`config.mk`:
```
export PLATFORM = sky130hd
export DESIGN_NAME = col_xlate_array
export DESIGN_NICKNAME = d
export VERILOG_FILES = /design/src/rtl/col_xlate_pkg.sv /design/src/rtl/xlate_cmd_decode.sv /design/src/rtl/chip_col_morph.sv /design/src/rtl/col_xlate_array.sv
export SDC_FILE = /design/constraint.sdc
export NUM_CORES = 1
export LEC_CHECK = 0
export BUFFER_PORTS_ARGS = -buffer_cell sky130_fd_sc_hd__buf_2
export CORE_MARGIN = 2
export CORE_UTILIZATION = 45
export DETAILED_ROUTE_END_ITERATION = 12
export PLACE_DENSITY = 0.86
export SYNTH_ARGS = -nofsm -noshare
export SYNTH_HDL_FRONTEND = slang
export SYNTH_SLANG_ARGS = --single-unit
```
`constraint.sdc`:
```
create_clock -name clk -period 2.5 [get_ports clk]
set_input_delay 0.5 -clock clk [delete_from_list [all_inputs] [get_ports clk]]
set_output_delay 0.5 -clock clk [all_outputs]
set_load 0.005 [all_outputs]
```
`src/rtl/col_xlate_pkg.sv`:
```
// Package: shared command encoding for the column translator.
// Assumes a 3-bit command field; codes 6 and 7 are unassigned.
package col_xlate_pkg;
    typedef enum logic [2:0] {
        CMD_NOP   = 3'd0,
        CMD_ACT   = 3'd1,
        CMD_READ  = 3'd2,
        CMD_WRITE = 3'd3,
        CMD_PRE   = 3'd4,
        CMD_REF   = 3'd5
    } cmd_e;
endpackage

```
`src/rtl/xlate_cmd_decode.sv`:
```
// Module: decides whether a command translates column addresses.
// Only column read and column write translate; every other code,
// including unassigned ones, is treated as pass-through.
module xlate_cmd_decode
    import col_xlate_pkg::*;
(
    input  logic [2:0] cmd_code,
    output logic       translate_en
);
    // Flag the two column-access commands.
    always_comb begin
        case (cmd_code)
            CMD_READ, CMD_WRITE: translate_en = 1'b1;
            default:             translate_en = 1'b0;
        endcase
    end
endmodule

```
`src/rtl/chip_col_morph.sv`:
```
// Module: one chip's column morph. XORs the low PAT_W column bits
// with this chip's ID masked by the pattern when enabled.
// Assumes PAT_W < COL_W and CHIP_ID fits in PAT_W bits.
module chip_col_morph #(
    parameter int COL_W   = 10,
    parameter int PAT_W   = 3,
    parameter int CHIP_ID = 0
) (
    input  logic [COL_W-1:0] col_in,
    input  logic [PAT_W-1:0] pat,
    input  logic             translate_en,
    output logic [COL_W-1:0] col_xl
);
    localparam logic [PAT_W-1:0] ID_BITS = PAT_W'(CHIP_ID);

    logic [PAT_W-1:0] morph;

    // Build the mask and apply it to the low bits only.
    always_comb begin
        morph  = translate_en ? (ID_BITS & pat) : '0;
        col_xl = {col_in[COL_W-1:PAT_W], col_in[PAT_W-1:0] ^ morph};
    end
endmodule

```
`src/rtl/col_xlate_array.sv`:
```
// Module: rank-wide column translator, one morph unit per chip,
// with all results registered together and a valid flag delayed
// by one cycle. Columns load only on a valid command.
module col_xlate_array
    import col_xlate_pkg::*;
#(
    parameter int NUM_CHIPS = 8,
    parameter int COL_W     = 10,
    parameter int PAT_W     = $clog2(NUM_CHIPS)
) (
    input  logic                       clk,
    input  logic                       rst_n,
    input  logic                       cmd_valid,
    input  logic [2:0]                 cmd,
    input  logic [COL_W-1:0]           addr,
    input  logic [PAT_W-1:0]           pattern,
    output logic                       out_valid,
    output logic [NUM_CHIPS*COL_W-1:0] col_out
);
    localparam int HI_W = COL_W - PAT_W;

    logic             xl_en;
    logic [COL_W-1:0] next_col [NUM_CHIPS];
    logic [COL_W-1:0] col_q    [NUM_CHIPS];

    xlate_cmd_decode u_dec (
        .cmd_code     (cmd),
        .translate_en (xl_en)
    );

    genvar g;
    generate
        for (g = 0; g < NUM_CHIPS; g++) begin : g_chip
            chip_col_morph #(
                .COL_W   (COL_W),
                .PAT_W   (PAT_W),
                .CHIP_ID (g)
            ) u_morph (
                .col_in       (addr),
                .pat          (pattern),
                .translate_en (xl_en),
                .col_xl       (next_col[g])
            );
            assign col_out[g*COL_W +: COL_W] = col_q[g];
        end
    endgenerate

    // Capture all chip columns together; hold them when idle.
    always_ff @(posedge clk) begin
        if (!rst_n) begin
            out_valid <= 1'b0;
            for (int k = 0; k < NUM_CHIPS; k++) col_q[k] <= '0;
        end else begin
            out_valid <= cmd_valid;
            if (cmd_valid) begin
                for (int k = 0; k < NUM_CHIPS; k++) col_q[k] <= next_col[k];
            end
        end
    end

    // Assertions guarding the register bank.
    p_valid_follows_r2: assert property (@(posedge clk) disable iff (!rst_n)
        out_valid == cmd_valid |=> out_valid == $past(cmd_valid))
        else $error("R2 valid latency");

    generate
        for (g = 0; g < NUM_CHIPS; g++) begin : g_chk
            localparam logic [PAT_W-1:0] CID = PAT_W'(g);

            p_rw_morph_r3: assert property (@(posedge clk) disable iff (!rst_n)
                cmd_valid && (cmd == CMD_READ || cmd == CMD_WRITE)
                |=> (col_q[g][PAT_W-1:0] ^ $past(addr[PAT_W-1:0])) == (CID & $past(pattern)))
                else $error("R3 morph chip %0d", g);

            p_passthru_r4: assert property (@(posedge clk) disable iff (!rst_n)
                cmd_valid && !(cmd == CMD_READ || cmd == CMD_WRITE)
                |=> col_q[g] == $past(addr))
                else $error("R4 pass-through chip %0d", g);

            p_default_map_r5: assert property (@(posedge clk) disable iff (!rst_n)
                cmd_valid && pattern == '0 |=> col_q[g] == $past(addr))
                else $error("R5 default map chip %0d", g);

            p_upper_kept_r6: assert property (@(posedge clk) disable iff (!rst_n)
                cmd_valid |=> col_q[g][COL_W-1 -: HI_W] == $past(addr[COL_W-1 -: HI_W]))
                else $error("R6 upper bits chip %0d", g);

            p_hold_r7: assert property (@(posedge clk) disable iff (!rst_n)
                !cmd_valid |=> $stable(col_q[g]))
                else $error("R7 hold chip %0d", g);
        end
    endgenerate
endmodule

```
Yosys cells after proc, flatten, opt, wreduce, memory -nomap -nowiden

Memory sizes are Yosys's and may differ from the RTL's.
Cells that the tools add are included.

Add/subtract/negate cells: 0
Multiply operators: 0
Divide/modulo/power cells: 0
Magnitude comparators: 0
Equality and inequality tests: 2
Shift operators: 0
Multiplexer cells: 20
Bitwise logic cells: 15
Reductions and logical operators: 1

Operator list:

| cell                 | count |
|---|---|
| $mux W10             | 8 |
| $mux W3              | 4 |
| $xor A3 B3 Y3        | 4 |
| $or A1 B1 Y1         | 8 |
| $eq A3 B2 Y1 const B | 2 |
| $mux W1              | 6 |
| $xor A3 B2 Y3        | 2 |
| $mux W2              | 2 |
| $xor A3 B1 Y3        | 1 |
| $reduce_or A2 Y1     | 1 |

Flip-flop bits (word level): 1
Bits in latches: 0
Memory bits (writable): 80
ROM bits: 0
Input bits: 19
Output and inout bits: 81
Word-level logic and storage cells: 40
Memories kept: 1

Memories:

| name  | depth | width | read ports | clocked after Yosys merged registers in | wr ports | line                  | RTL |
|---|---|---|---|---|---|---|---|
| col_q | 8     | 10    | 8          | 0                                       | 8        | col_xlate_array.sv:24 | `logic [COL_W-1:0] col_q [NUM_CHIPS];` |

Longest topological paths before layout

Gate-level depths: netlist of the first run.

Depth after elaboration: 6
Gate-level depth with buffers: 3
Depth with buffers taken out: 2

By module

Synthesis of the first run repeated with hierarchy kept, for this count alone.

Cells, all modules: 271
Area, all modules: 3741.1 sq um

Modules (own cells, without submodules):

| module                                  | instances | cells an instance | area each (sq um) | seq. area each (sq um) |
|---|---|---|---|---|
| col_xlate_array                         | 1         | 178               | 3066.7            | 2422.3 |
| chip_col_morph at g_chip[3].u_morph ... | 3         | 12                | 85.1              | 0.0 |
| chip_col_morph at g_chip[1].u_morph ... | 3         | 11                | 80.1              | 0.0 |
| chip_col_morph at g_chip[7].u_morph     | 1         | 13                | 90.1              | 0.0 |
| chip_col_morph at g_chip[0].u_morph     | 1         | 10                | 75.1              | 0.0 |
| xlate_cmd_decode                        | 1         | 1                 | 13.8              | 0.0 |

Worst setup path after synthesis of the first run

No wires, ideal clock.

Path kind: input -> register
Start: input port cmd_valid
End: memory col_q[1][1] (netlist: col_q[0][11]), enable pin
Library setup time: 0.384 ns
Arrival: 1.226 ns
Required time: 2.116 ns
Path slack: 0.890 ns
Stages on the path: 2
Buffers on the path: 1
Path through: buf_6 > nand2b_1

RTL lines:

| item        | line                  | RTL |
|---|---|---|
| from (decl) | col_xlate_array.sv:13 | `input logic cmd_valid,` |
| to (decl)   | col_xlate_array.sv:24 |  |

==> results.md, run 1 <==
Synthesis:
- The synthesized design contains 24 enable-type register cells.
- The share of flip-flops with an asynchronous set or reset is 0%.
- The count of unique library cells instantiated by Yosys is 16.
- The mean instance size in the synthesized netlist is 12.2 sq um.
- After synthesis, the most frequently instantiated cells are sky130_fd_sc_hd__buf_4, sky130_fd_sc_hd__edfxtp_1, sky130_fd_sc_hd__and3_2.
- After synthesis, the cell types taking the most area are sky130_fd_sc_hd__edfxtp_1, sky130_fd_sc_hd__buf_4, sky130_fd_sc_hd__and3_2, sky130_fd_sc_hd__and2_1, sky130_fd_sc_hd__and3b_1.
- The largest area contributor in the netlist is sky130_fd_sc_hd__edfxtp_1.
- The post-synthesis instance area is 1470 sq um.
- The share of the Yosys chip area taken by registers is 50.3%.
- The leading register cell type out of synthesis is sky130_fd_sc_hd__edfxtp_1.
- When the netlist entered floorplanning its net count stood at 140.
- After technology mapping, the gate count stands at 121.
- The number of warnings issued by yosys is 0.
- The most numerous cell in the Yosys netlist is sky130_fd_sc_hd__buf_4.
- Synthesis inferred 25 register bits.
- The share of synthesized area in the top cell type comes to 49.0%.

Floorplan:
- The die outline area is 3740 sq um.
- 100 I/O pins were placed.
- The starting density of the core is 47.8%.
- The core region is 3080 sq um.
- The chip width is 61.2 um.
- The number of rows in the core area is 20.
- The die is 61.2 um tall.

Timing:
- The portion of the clock cycle consumed by the worst path in the final layout is 58.0%.
- Setup violations remaining at the end of the flow were counted as 0.
- Derived from the worst setup path, the maximum achievable clock frequency is 690 MHz.
- The number of failing hold endpoints at the final stage came to 0.
- The max-slew violation total from the final report is 0.
- The final-layout worst hold slack is 468 ps.
- The slack of the critical path is 1050 ps.
- The setup TNS is 0 ps.
- At the pin with the least slew margin, the transition time is 378 ps.
- The post-layout minimum cycle time is 1450 ps.
- Setup repair after global routing left no endpoint under its margin.
- The worst slew margin relative to its limit is 74.8%.

Placed design:
- Timing analysis after detailed placement gives a worst setup slack of 809 ps.
- The number of buffer cells added on primary ports is 98.
- Routability-driven placement finished with a final weighted congestion of 0.690.
- The half-perimeter wire length of the detailed placement result is 1850 um.

Clock tree:
- After clock tree synthesis, the flow added hold-fix buffers numbering 0.
- The number of H-tree levels is 1.
- The post-CTS repair timing setup buffer count is 0.
- TritonCTS built the clock tree.
- In this run the clock root is driven by a sky130_fd_sc_hd__clkbuf_4.
- The worst-case clock buffer depth is 2.
- The total CTS buffers is 3.
- Once the clock tree was built, the resizer swapped 0 gates to a different size.
- The clock edge transition at the registers on the reported setup and hold paths is 130 ps.
- The number of sinks handled by clock tree synthesis is 25.

Power:
- Summed over all cells, the static leakage comes to 0.882 nW.
- VDD sags by at most 0.168 mV.
- The ratio of total power to cell area is 541 nW/um^2.
- The post-route total power is 876 uW.

Critical path:
- The cell family contributing the most delay on the critical path is flip-flops.
- Data on the critical path is required at its endpoint by 2000 ps.
- Data arrives at the worst endpoint at 950 ps.
- The worst setup path is of the reg -> out kind.
- The cell with the largest stage delay on the worst path is sky130_fd_sc_hd__edfxtp_1.
- Along the worst path, the maximum fanout reaches 6.
- STA classifies the critical path startpoint as a register.
- Walking the worst path, the cells encountered are buf_2.
- STA classifies the critical path endpoint as a primary output.
- The largest stage delay on the critical path is 470 ps.
- The buffering stage count on the worst path with inverters included is 1.

Job:
- Max-cap violations in this run came to 0.

GRT:
- The number of antenna violations at the first check in global routing was 0.
- The combined global-route utilization of all metal layers is 11.7%.
- After global routing the overflow that remains totals 0.
- The global-route wire length before repair is 3140 um.
- Entering global routing, the biggest net connects 29 pins.
- The number of global-route vias before repair was 703.

Cells and area:
- The final-layout fill cell count is 279.
- Compared with the post-synthesis result, the final layout area differs by 9.95%.
- The multi-input combinational cell area is 289 sq um.
- The utilization after layout is 52.6%.
- The repair_antennas step left the layout with diodes totalling 0.
- The final net count is 186.
- The share of post-route cells with drive strength above 1 is 72.9%.
- The footprint of the flip-flops and latches is 741 sq um.

Worst hold path:
- The classification of the worst-slack hold path is in -> reg.

Detailed routing:
- The mean number of vias per cell is 4.28.
- The detail route stage leaves a number of antenna-violating nets equal to 0.
- The first routing iteration left 14 violations.
- The pre-antenna-repair detailed-routing pass consisted of 3 iterations.
- For this run, design rule violations remaining after detail routing come to 0.
- The average detailed-routed wire length per instance is 11.2 um.
- The wire length reported by the detailed router is 2350 um.
- The via count of the routed design is 898.

Outcome:
- The flow ran to the end, and the final reports show no timing, DRC or antenna violations.
## area by class of cell
cell class              instances  area share [%]
clock inverters                 1           0.309
flip-flops and latches         25            45.8
well taps                      44            3.40
clock buffers                   3            1.39
repair buffers                100            31.2
multi-input cells              37            17.9
## power by group
part | internal, mW | switching, mW | leakage [nW]
sequential | 0.499 | 0.0217 | 0.265
combinational | 0.0981 | 0.0799 | 0.599
clock | 0.0597 | 0.118 | 0.0177
## cell usage in the layout, fill, tap and decap left out
cell                        n
sky130_fd_sc_hd__buf_2     98
sky130_fd_sc_hd__edfxtp_1  24
sky130_fd_sc_hd__and3_2    10
sky130_fd_sc_hd__and2_1     8
sky130_fd_sc_hd__and3b_1    4
sky130_fd_sc_hd__mux2_2     3
sky130_fd_sc_hd__nand2b_1   3
sky130_fd_sc_hd__clkbuf_4   3
sky130_fd_sc_hd__and3b_2    2
sky130_fd_sc_hd__nand2_1    2
sky130_fd_sc_hd__mux2i_1    2
sky130_fd_sc_hd__buf_4      2
sky130_fd_sc_hd__mux2_4     1
sky130_fd_sc_hd__nor2b_1    1
sky130_fd_sc_hd__and2_2     1
sky130_fd_sc_hd__clkinv_2   1
sky130_fd_sc_hd__dfxtp_1    1
## layer usage
| metal | track usage [%] | part of all wire (%) | up-vias | wire [um] |
|---|---|---|---|---|
| li1 | - | - | 443 | - |
| met1 | 12.8 | 40 | 397 | 936 |
| met2 | 21.4 | 50 | 56 | 1170 |
| met3 | 1.68 | 9.2 | 2 | 216 |
| met4 | 6.52 | 1.2 | 0 | 27 |
| met5 | 0 | 0 | - | 0 |
## metrics by stage
stage / cells / cell area, sq um
2_1_floorplan: 121 / 1470
3_3_place_gp: 206 / 1590
3_5_place_dp: 206 / 1590
4_1_cts: 210 / 1620
5_1_grt: 210 / 1620
6_report: 210 / 1620
## sequential cells by signal (all words and copies together), names as in the netlist
| name | flops |
|---|---|
| col_q | 24 |
| out_valid | 1 |
## cell families (layout without fill, tap and decap cells)
family	after synthesis	after routing	share of synthesized area (%)
buffers and inverters	59	104	30.0
AND/OR/NAND/NOR	31	31	15.0
flip-flops	25	25	50.3
multiplexers	6	6	4.68
## final timing paths
path                startpoint      endpoint  slack, ps  depth (start not counted)
setup / recovery  col_q[0][37]    col_out[7]       1050                          1
hold / removal         addr[3]  col_q[1][33]        470                          2
No activity file was read; power rests on OpenSTA's default activity.
==> run 2: changes to the inputs <==
--- a/config.mk
+++ b/config.mk
@@ -5,11 +5,12 @@
 export SDC_FILE = /design/constraint.sdc
 export NUM_CORES = 1
 export LEC_CHECK = 0
+export ABC_AREA = 1
 export BUFFER_PORTS_ARGS = -buffer_cell sky130_fd_sc_hd__buf_2
 export CORE_MARGIN = 2
-export CORE_UTILIZATION = 45
+export CORE_UTILIZATION = 40
 export DETAILED_ROUTE_END_ITERATION = 12
-export PLACE_DENSITY = 0.86
+export PLACE_DENSITY = 0.79
 export SYNTH_ARGS = -nofsm -noshare
 export SYNTH_HDL_FRONTEND = slang
 export SYNTH_SLANG_ARGS = --single-unit
==> constraint.sdc (replaced) <==
create_clock -name clk -period 1.4 [get_ports clk]
set_input_delay 0.28 -clock clk [delete_from_list [all_inputs] [get_ports clk]]
set_output_delay 0.28 -clock clk [all_outputs]
set_load 0.005 [all_outputs]
==> run 2 against run 1 <==
Via count increased by 5.5%. Cell count increased by 7.6%. Non-clock buffer count increased by 1. Power increased by 78%. Routed wire length decreased by 2.3%. Utilization decreased by 5.5 points.
==> results.md, run 2 <==
Timing:
- Setup repair after global routing left no endpoint under its margin.
- The portion of the clock cycle consumed by the worst path in the final layout is 87.6%.
- The slack of the critical path is 174 ps (-877 ps).
- The total setup violations reported at the end of the flow is 0 (unchanged).
- The maximum achievable frequency is 816 MHz.
- The setup TNS is 0 ps (unchanged).
- The worst path needs 1230 ps of the cycle, external delays included.
- The transition at the pin with the smallest max-transition slack is 221 ps (-157 ps).
- The worst slew margin relative to its limit is 85.2% (+10 points).
- The max-slew violation total from the final report came to 0 (unchanged).
- The number of failing hold endpoints at the final stage came to 0 (unchanged).

Cells and area:
- The antenna cell count is 0 (unchanged).
- The most frequent standard cell in the layout excluding fill and tap cells is sky130_fd_sc_hd__buf_2.
- The flip-flop count of the largest register, all copies and words added is 24 (unchanged).
- In the layout the commonest cells are sky130_fd_sc_hd__buf_2, sky130_fd_sc_hd__edfxtp_1, sky130_fd_sc_hd__inv_1.
- The largest registers in the layout are col_q x24, out_valid x1.
- The final net count is 200 (+7.5%).
- The share of post-route cells with drive strength above 1 is 58.3% (-15 points).
- Ranked by flip-flop count, first place goes to col_q.
- The area growth from synthesis to layout is 13.2%.

Outcome:
- The run finished with clean final reports.

Placed design:
- The worst slack at placement is 315 ps (-494 ps).
- The half-perimeter wire length of the detailed placement result was 1880 um (+1.8%).
- The routability-driven placement congestion ratio is 0.683 (-1.0%).
- The number of buffer cells added on primary ports is 98 (unchanged).

Clock tree:
- The total CTS buffers was 3 (unchanged).
- The clock edge transition at the registers on the reported setup and hold paths is 130 ps (about the same).
- The post-cts resize count is 0 (unchanged).
- The number of H-tree levels is 1 (unchanged).
- The post-CTS repair timing setup buffer count is 0 (unchanged).
- The worst-case clock buffer depth is 2 (unchanged).
- The CTS tree is done.
- The count of hold buffers inserted by post-cts repair is 0 (unchanged).
- The number of sinks handled by clock tree synthesis came to 25 (unchanged).
- The library cell used as clock root buffer is sky130_fd_sc_hd__clkbuf_4.

Floorplan:
- The die outline area is 3920 sq um (+4.8%).
- The number of primary I/O pins is 100 (unchanged).
- The starting density of the core came to 41.5% (-6.3 points).
- The chip width was 62.6 um (+2.4%).
- The core footprint is 3310 sq um (+7.6%).
- The die span in y came to 62.6 um (+2.4%).
- The number of rows in the core area is 21 (+5.0%).

Synthesis:
- The post-synthesis register bit count is 25 (unchanged).
- The number of nets produced by synthesis is 151 (+7.9%).
- The post-synthesis instance area is 1380 sq um (-6.5%).
- The count of unique library cells instantiated by Yosys is 10 (-6).
- Yosys instantiated no cell more often than sky130_fd_sc_hd__buf_4.
- The number of enable flip-flop cells after synthesis is 24 (unchanged).
- The share of flip-flops with an asynchronous set or reset is 0% (unchanged).
- In the synthesized netlist the dominant register cell turns out to be sky130_fd_sc_hd__edfxtp_1.
- The number of warnings issued by yosys was 0 (unchanged).
- The commonest cells after synthesis are sky130_fd_sc_hd__buf_4, sky130_fd_sc_hd__edfxtp_1, sky130_fd_sc_hd__inv_1.
- The synthesized design spends more area on one cell type than any other, namely sky130_fd_sc_hd__edfxtp_1.
- The sequential area share after synthesis is 53.9% (+3.5 points).
- The instance count of the mapped netlist is 132 (+9.1%).
- The share of the synthesized area in the top cell type was 52.4% (+3.4 points).
- The mean instance size in the synthesized netlist is 10.4 sq um (-14%).
- After synthesis, the cell types taking the most area are sky130_fd_sc_hd__edfxtp_1, sky130_fd_sc_hd__buf_4, sky130_fd_sc_hd__inv_1, sky130_fd_sc_hd__nand2_1, sky130_fd_sc_hd__nor2_1.

Power:
- The leakage power is 0.901 nW (+2.1%).
- The maximum VDD drop is 0.475 mV (+180%).
- The ratio of total power to cell area is 1000 nW/um^2 (+85%).

Worst hold path:
- The hold-critical path depth is 3 (+1).
- The hold path startpoint is addr[9].
- The classification of the worst-slack hold path is in -> reg.

Critical path:
- The origin of the worst setup path is col_q[0][36].
- The cell with the largest stage delay on the worst path is sky130_fd_sc_hd__edfxtp_1.
- The category of cells accounting for the largest share of critical-path delay is flip-flops.
- The worst path arrival time is 950 ps (about the same).
- The endpoint class of the critical path is a primary output.
- The largest fanout on the critical path was 6 (unchanged).
- The data required time at the worst endpoint is 1120 ps (-880 ps).
- Traced cell by cell, the critical path runs through buf_2.
- The largest stage delay on the critical path is 470 ps (about the same).
- STA classifies the critical path startpoint as a register.
- The logic depth of the worst path, buffers included was 1 (unchanged).
- The kind of critical path is reg -> out.
- The buffering stage count on the worst path with inverters included came to 1 (unchanged).

GRT:
- The overall overflow remaining after global route came to 0 (unchanged).
- The number of antenna violations at the first check in global routing was 0 (unchanged).
- The number of global-route vias before repair came to 793 (+13%).
- The largest net degree at the start of global routing came to 19 (-34%).
- The global-route wire length before repair is 3620 um (+15%).
- The combined global-route utilization of all metal layers came to 11.9% (+0.19 points).

Detailed routing:
- The count of nets left with antenna violations after detail routing is 0 (unchanged).
- The post-route DRC violation count is 0 (unchanged).
- The wire length reported by the detailed router is 2290 um (-2.3%).
- The average detailed-routed wire length per instance is 10.2 um (-9.2%).
- The detailed-router iteration count before antenna repair was 4 (+1).
- The mean number of vias per cell came to 4.19 (-2.0%).
- The first-iteration detailed-routing DRC count was 18 (+4).
- The via count of the routed design is 947 (+5.5%).

Job:
- The number of maximum-capacitance violations is 0 (unchanged).
==> run 2: cell types whose count changed in the layout (fill, tap and decap cells not counted), sizes merged, moves of 4 or more <==
cell   delta
a21oi     +6
and2      -9
and3     -10
and3b     -6
inv      +15
mux2      -4
nand2    +11
nor2     +10
==> run 2: tightest hold or removal path, cell delays in order <==
cell and delay [ps]:
sky130_fd_sc_hd__buf_2 70, sky130_fd_sc_hd__nand2_1 60, sky130_fd_sc_hd__inv_1 50
==> run 2: per-stage QoR <==
step	hold slack, ps	util, %	cells	cell area [sq um]	power, mW
after floorplan	453	-	132	1380	1.21
after global placement	558	46.2	222	1530	1.26
after CTS	234	47.0	226	1560	1.57
after detailed placement	565	46.2	222	1530	1.27
final	241	47.0	226	1560	1.56
after global routing	233	47.0	226	1560	1.65
==> run 2: where the power goes <==
part	total, mW	internal (mW)	switching, mW
combinational	0.312	0.162	0.149
sequential	0.931	0.890	0.0407
clock	0.316	0.111	0.205
total	1.56	1.16	0.395
==> run 2: worst paths after layout <==
kind	endpoint
min	col_q[1][29]
max	col_out[36]
==> run 2: cells by family (layout without fill, tap and decap cells) <==
family	count (synthesis)	count (layout)	share of synthesized area, %
buffers and inverters	72	120	35.2
AND/OR/NAND/NOR	29	29	8.74
flip-flops	25	25	53.9
AO/OA/AOI/OAI	6	6	2.18
==> run 2: routing by layer <==
metal  track usage [%]  share of wire, %  vias up
met2              21.5                50       68
li1                  -                 -      460
met4              5.00              0.48        0
met5                 0                 0        -
met3              2.88                12        2
met1              13.2                37      417
==> run 2: area by class of cell <==
cell class                 instances  area [sq um]
sequential                        25           741
fill                             322          1750
timing repair buffer             101           526
inverter                          15          56.3
multi-input combinational         35           150
tap                               46          57.6
clock buffer                       4          26.3
==> run 3: changes to the inputs <==
--- a/config.mk
+++ b/config.mk
@@ -5,10 +5,9 @@
 export SDC_FILE = /design/constraint.sdc
 export NUM_CORES = 1
 export LEC_CHECK = 0
-export ABC_AREA = 1
 export BUFFER_PORTS_ARGS = -buffer_cell sky130_fd_sc_hd__buf_2
 export CORE_MARGIN = 2
-export CORE_UTILIZATION = 40
+export CORE_UTILIZATION = 41
 export DETAILED_ROUTE_END_ITERATION = 12
 export PLACE_DENSITY = 0.79
 export SYNTH_ARGS = -nofsm -noshare
==> run 3 against run 2 <==
Largest power group unchanged. Critical endpoint is now col_out[8]. Clock power fell by 5%. Critical path type unchanged. Worst setup slack better by 32 ps. Worst hold slack improved by 20 ps. First-iteration DRC count grew 100%. Cell count is 6.2% lower. Largest cell class unchanged. Power fell by 0.93%. Sequential share of layout area shrank 1.8 points.
==> results.md, run 3 (synthesis gave the netlist of run 1 again) <==
Clock tree:
- The post-cts resize count came to 0 (unchanged).
- The library cell used as clock root buffer is sky130_fd_sc_hd__clkbuf_4.
- TritonCTS built the clock tree.
- The count of hold buffers inserted by post-cts repair came to 0 (unchanged).
- The clock edge transition at the registers on the reported setup and hold paths is 130 ps (about the same).
- The post-CTS repair timing setup buffer count is 0 (unchanged).
- The number of sinks handled by clock tree synthesis is 25 (unchanged).
- The worst-case clock buffer depth is 2 (unchanged).
- The total CTS buffers is 3 (unchanged).
- The number of H-tree levels was 1 (unchanged).

Placed design:
- The routability-driven placement congestion ratio is 0.685 (+0.25%).
- The number of buffer cells added on primary ports is 98 (unchanged).
- The cell count after placement is 208 (-6.3%).

Timing:
- The total setup violations reported at the end of the flow was 0 (unchanged).
- The worst slew margin relative to its limit is 76.2% (-9.1 points).
- The maximum achievable frequency is 838 MHz (+2.7%).
- Setup repair after global routing left no endpoint under its margin.
- The transition at the pin with the smallest max-transition slack is 358 ps (+137 ps).
- The portion of the clock cycle consumed by the worst path in the final layout is 85.3% (-2.3 points).
- The number of failing hold endpoints at the final stage is 0 (unchanged).
- The post-layout minimum cycle time was 1190 ps (-32.2 ps).
- The setup TNS is 0 ps (unchanged).
- The final-layout worst hold slack is 261 ps (+19.9 ps).
- The max-slew violation total from the final report is 0 (unchanged).

Floorplan:
- The die span in y is 63.9 um (+2.0%).
- The number of primary I/O pins is 100 (unchanged).
- The starting density of the core came to 43.4% (+1.9 points).
- The die outline area is 4080 sq um (+4.1%).
- The core footprint is 3390 sq um (+2.4%).
- The number of rows in the core area is 21 (unchanged).
- The chip width is 63.9 um (+2.0%).

Detailed routing:
- The average detailed-routed wire length per instance was 10.8 um (+6.1%).
- The count of nets left with antenna violations after detail routing is 0 (unchanged).
- The first-iteration detailed-routing DRC count is 36 (+18).
- The wire length reported by the detailed router is 2280 um (-0.48%).
- The via count of the routed design is 906 (-4.3%).
- The mean number of vias per cell is 4.27 (+2.0%).
- The detailed-router iteration count before antenna repair is 2 (-2).
- The post-route DRC violation count is 0 (unchanged).

Outcome:
- The flow ran to the end, and the final reports show no timing, DRC or antenna violations.

Cells and area:
- The count of non-filler cells in the finished layout is 212 (-6.2%).
- The flip-flop count of the largest register, all copies and words added is 24 (unchanged).
- The register with the most flip-flops in the final layout is col_q.
- The most frequent standard cell in the layout excluding fill and tap cells is sky130_fd_sc_hd__buf_2.
- The final net count came to 186 (-7.0%).
- The antenna cell count is 0 (unchanged).
- Leaving out fill and tap cells, the most frequent cells in the layout are sky130_fd_sc_hd__buf_2, sky130_fd_sc_hd__edfxtp_1, sky130_fd_sc_hd__and3_2.
- The share of post-route cells with drive strength above 1 is 72.3% (+14 points).
- The largest registers in the layout are col_q x24, out_valid x1.
- The area growth from synthesis to layout is 10.0%.

Power:
- The ratio of total power to cell area is 954 nW/um^2 (-4.8%).
- The leakage power was 0.879 nW (-2.4%).
- The post-route total power was 1.54 mW (-0.93%).
- The maximum VDD drop was 0.321 mV (-32%).

Critical path:
- The critical path launch point type is a register.
- The buffering stage count on the worst path with inverters included is 1 (unchanged).
- The data required time at the worst endpoint came to 1120 ps (about the same).
- In this design, the largest share of critical-path delay is due to flip-flops.
- The kind of critical path is reg -> out.
- The largest stage delay on the critical path was 450 ps (-20 ps).
- The largest fanout on the critical path was 6 (unchanged).
- Traced cell by cell, the critical path runs through buf_2.
- The worst path arrival time is 910 ps (-40 ps).
- The worst setup path is captured at a primary output.
- On the critical path, the stage with the largest delay is an instance of sky130_fd_sc_hd__edfxtp_1.

GRT:
- The overall overflow remaining after global route is 0 (unchanged).
- The largest net degree at the start of global routing is 29 (+10).
- The number of antenna violations at the first check in global routing is 0 (unchanged).
- The combined global-route utilization of all metal layers is 10.5% (-1.4 points).
- The global-route wire length before repair came to 3350 um (-7.4%).
- The number of global-route vias before repair is 755 (-4.8%).

Job:
- The number of maximum-capacitance violations is 0 (unchanged).

Worst hold path:
- The classification of the worst-slack hold path is in -> reg.
==> run 3: cell type report <==
type,instances,area [sq um]
Sequential cell,25,741
Clock buffer,4,26.3
Fill cell,322,1770
Tap cell,46,57.6
Multi-Input combinational cell,37,289
Timing Repair Buffer,100,505
==> run 3: report_power, final <==
group,internal (mW),switching [mW]
registers,0.891,0.0375
clock network,0.111,0.190
logic,0.175,0.140
==> run 3: layer usage <==
metal / part of all wire [%] / up-vias / global-route usage [%]
met3: 9.8 / 2 / 1.06
li1: - / 442 / -
met4: 0.92 / 0 / 4.89
met5: 0 / - / 0
met1: 33 / 405 / 10.7
met2: 56 / 57 / 21.0
==> run 3: stage by stage <==
step	utilization [%]	cell area, sq um	setup slack [ps]
after floorplan	-	1470	9.69
after global placement	47.0	1590	126
after detailed placement	47.0	1590	107
after CTS	47.8	1620	184
after global routing	47.8	1620	148
final	47.8	1620	206
==> run 3: final timing paths <==
check / start / end / slack [ps] / cells after the start
worst max-delay path: col_q[1][18] / col_out[8] / 210 / 1
worst min-delay path: addr[7] / col_q[1][37] / 260 / 2
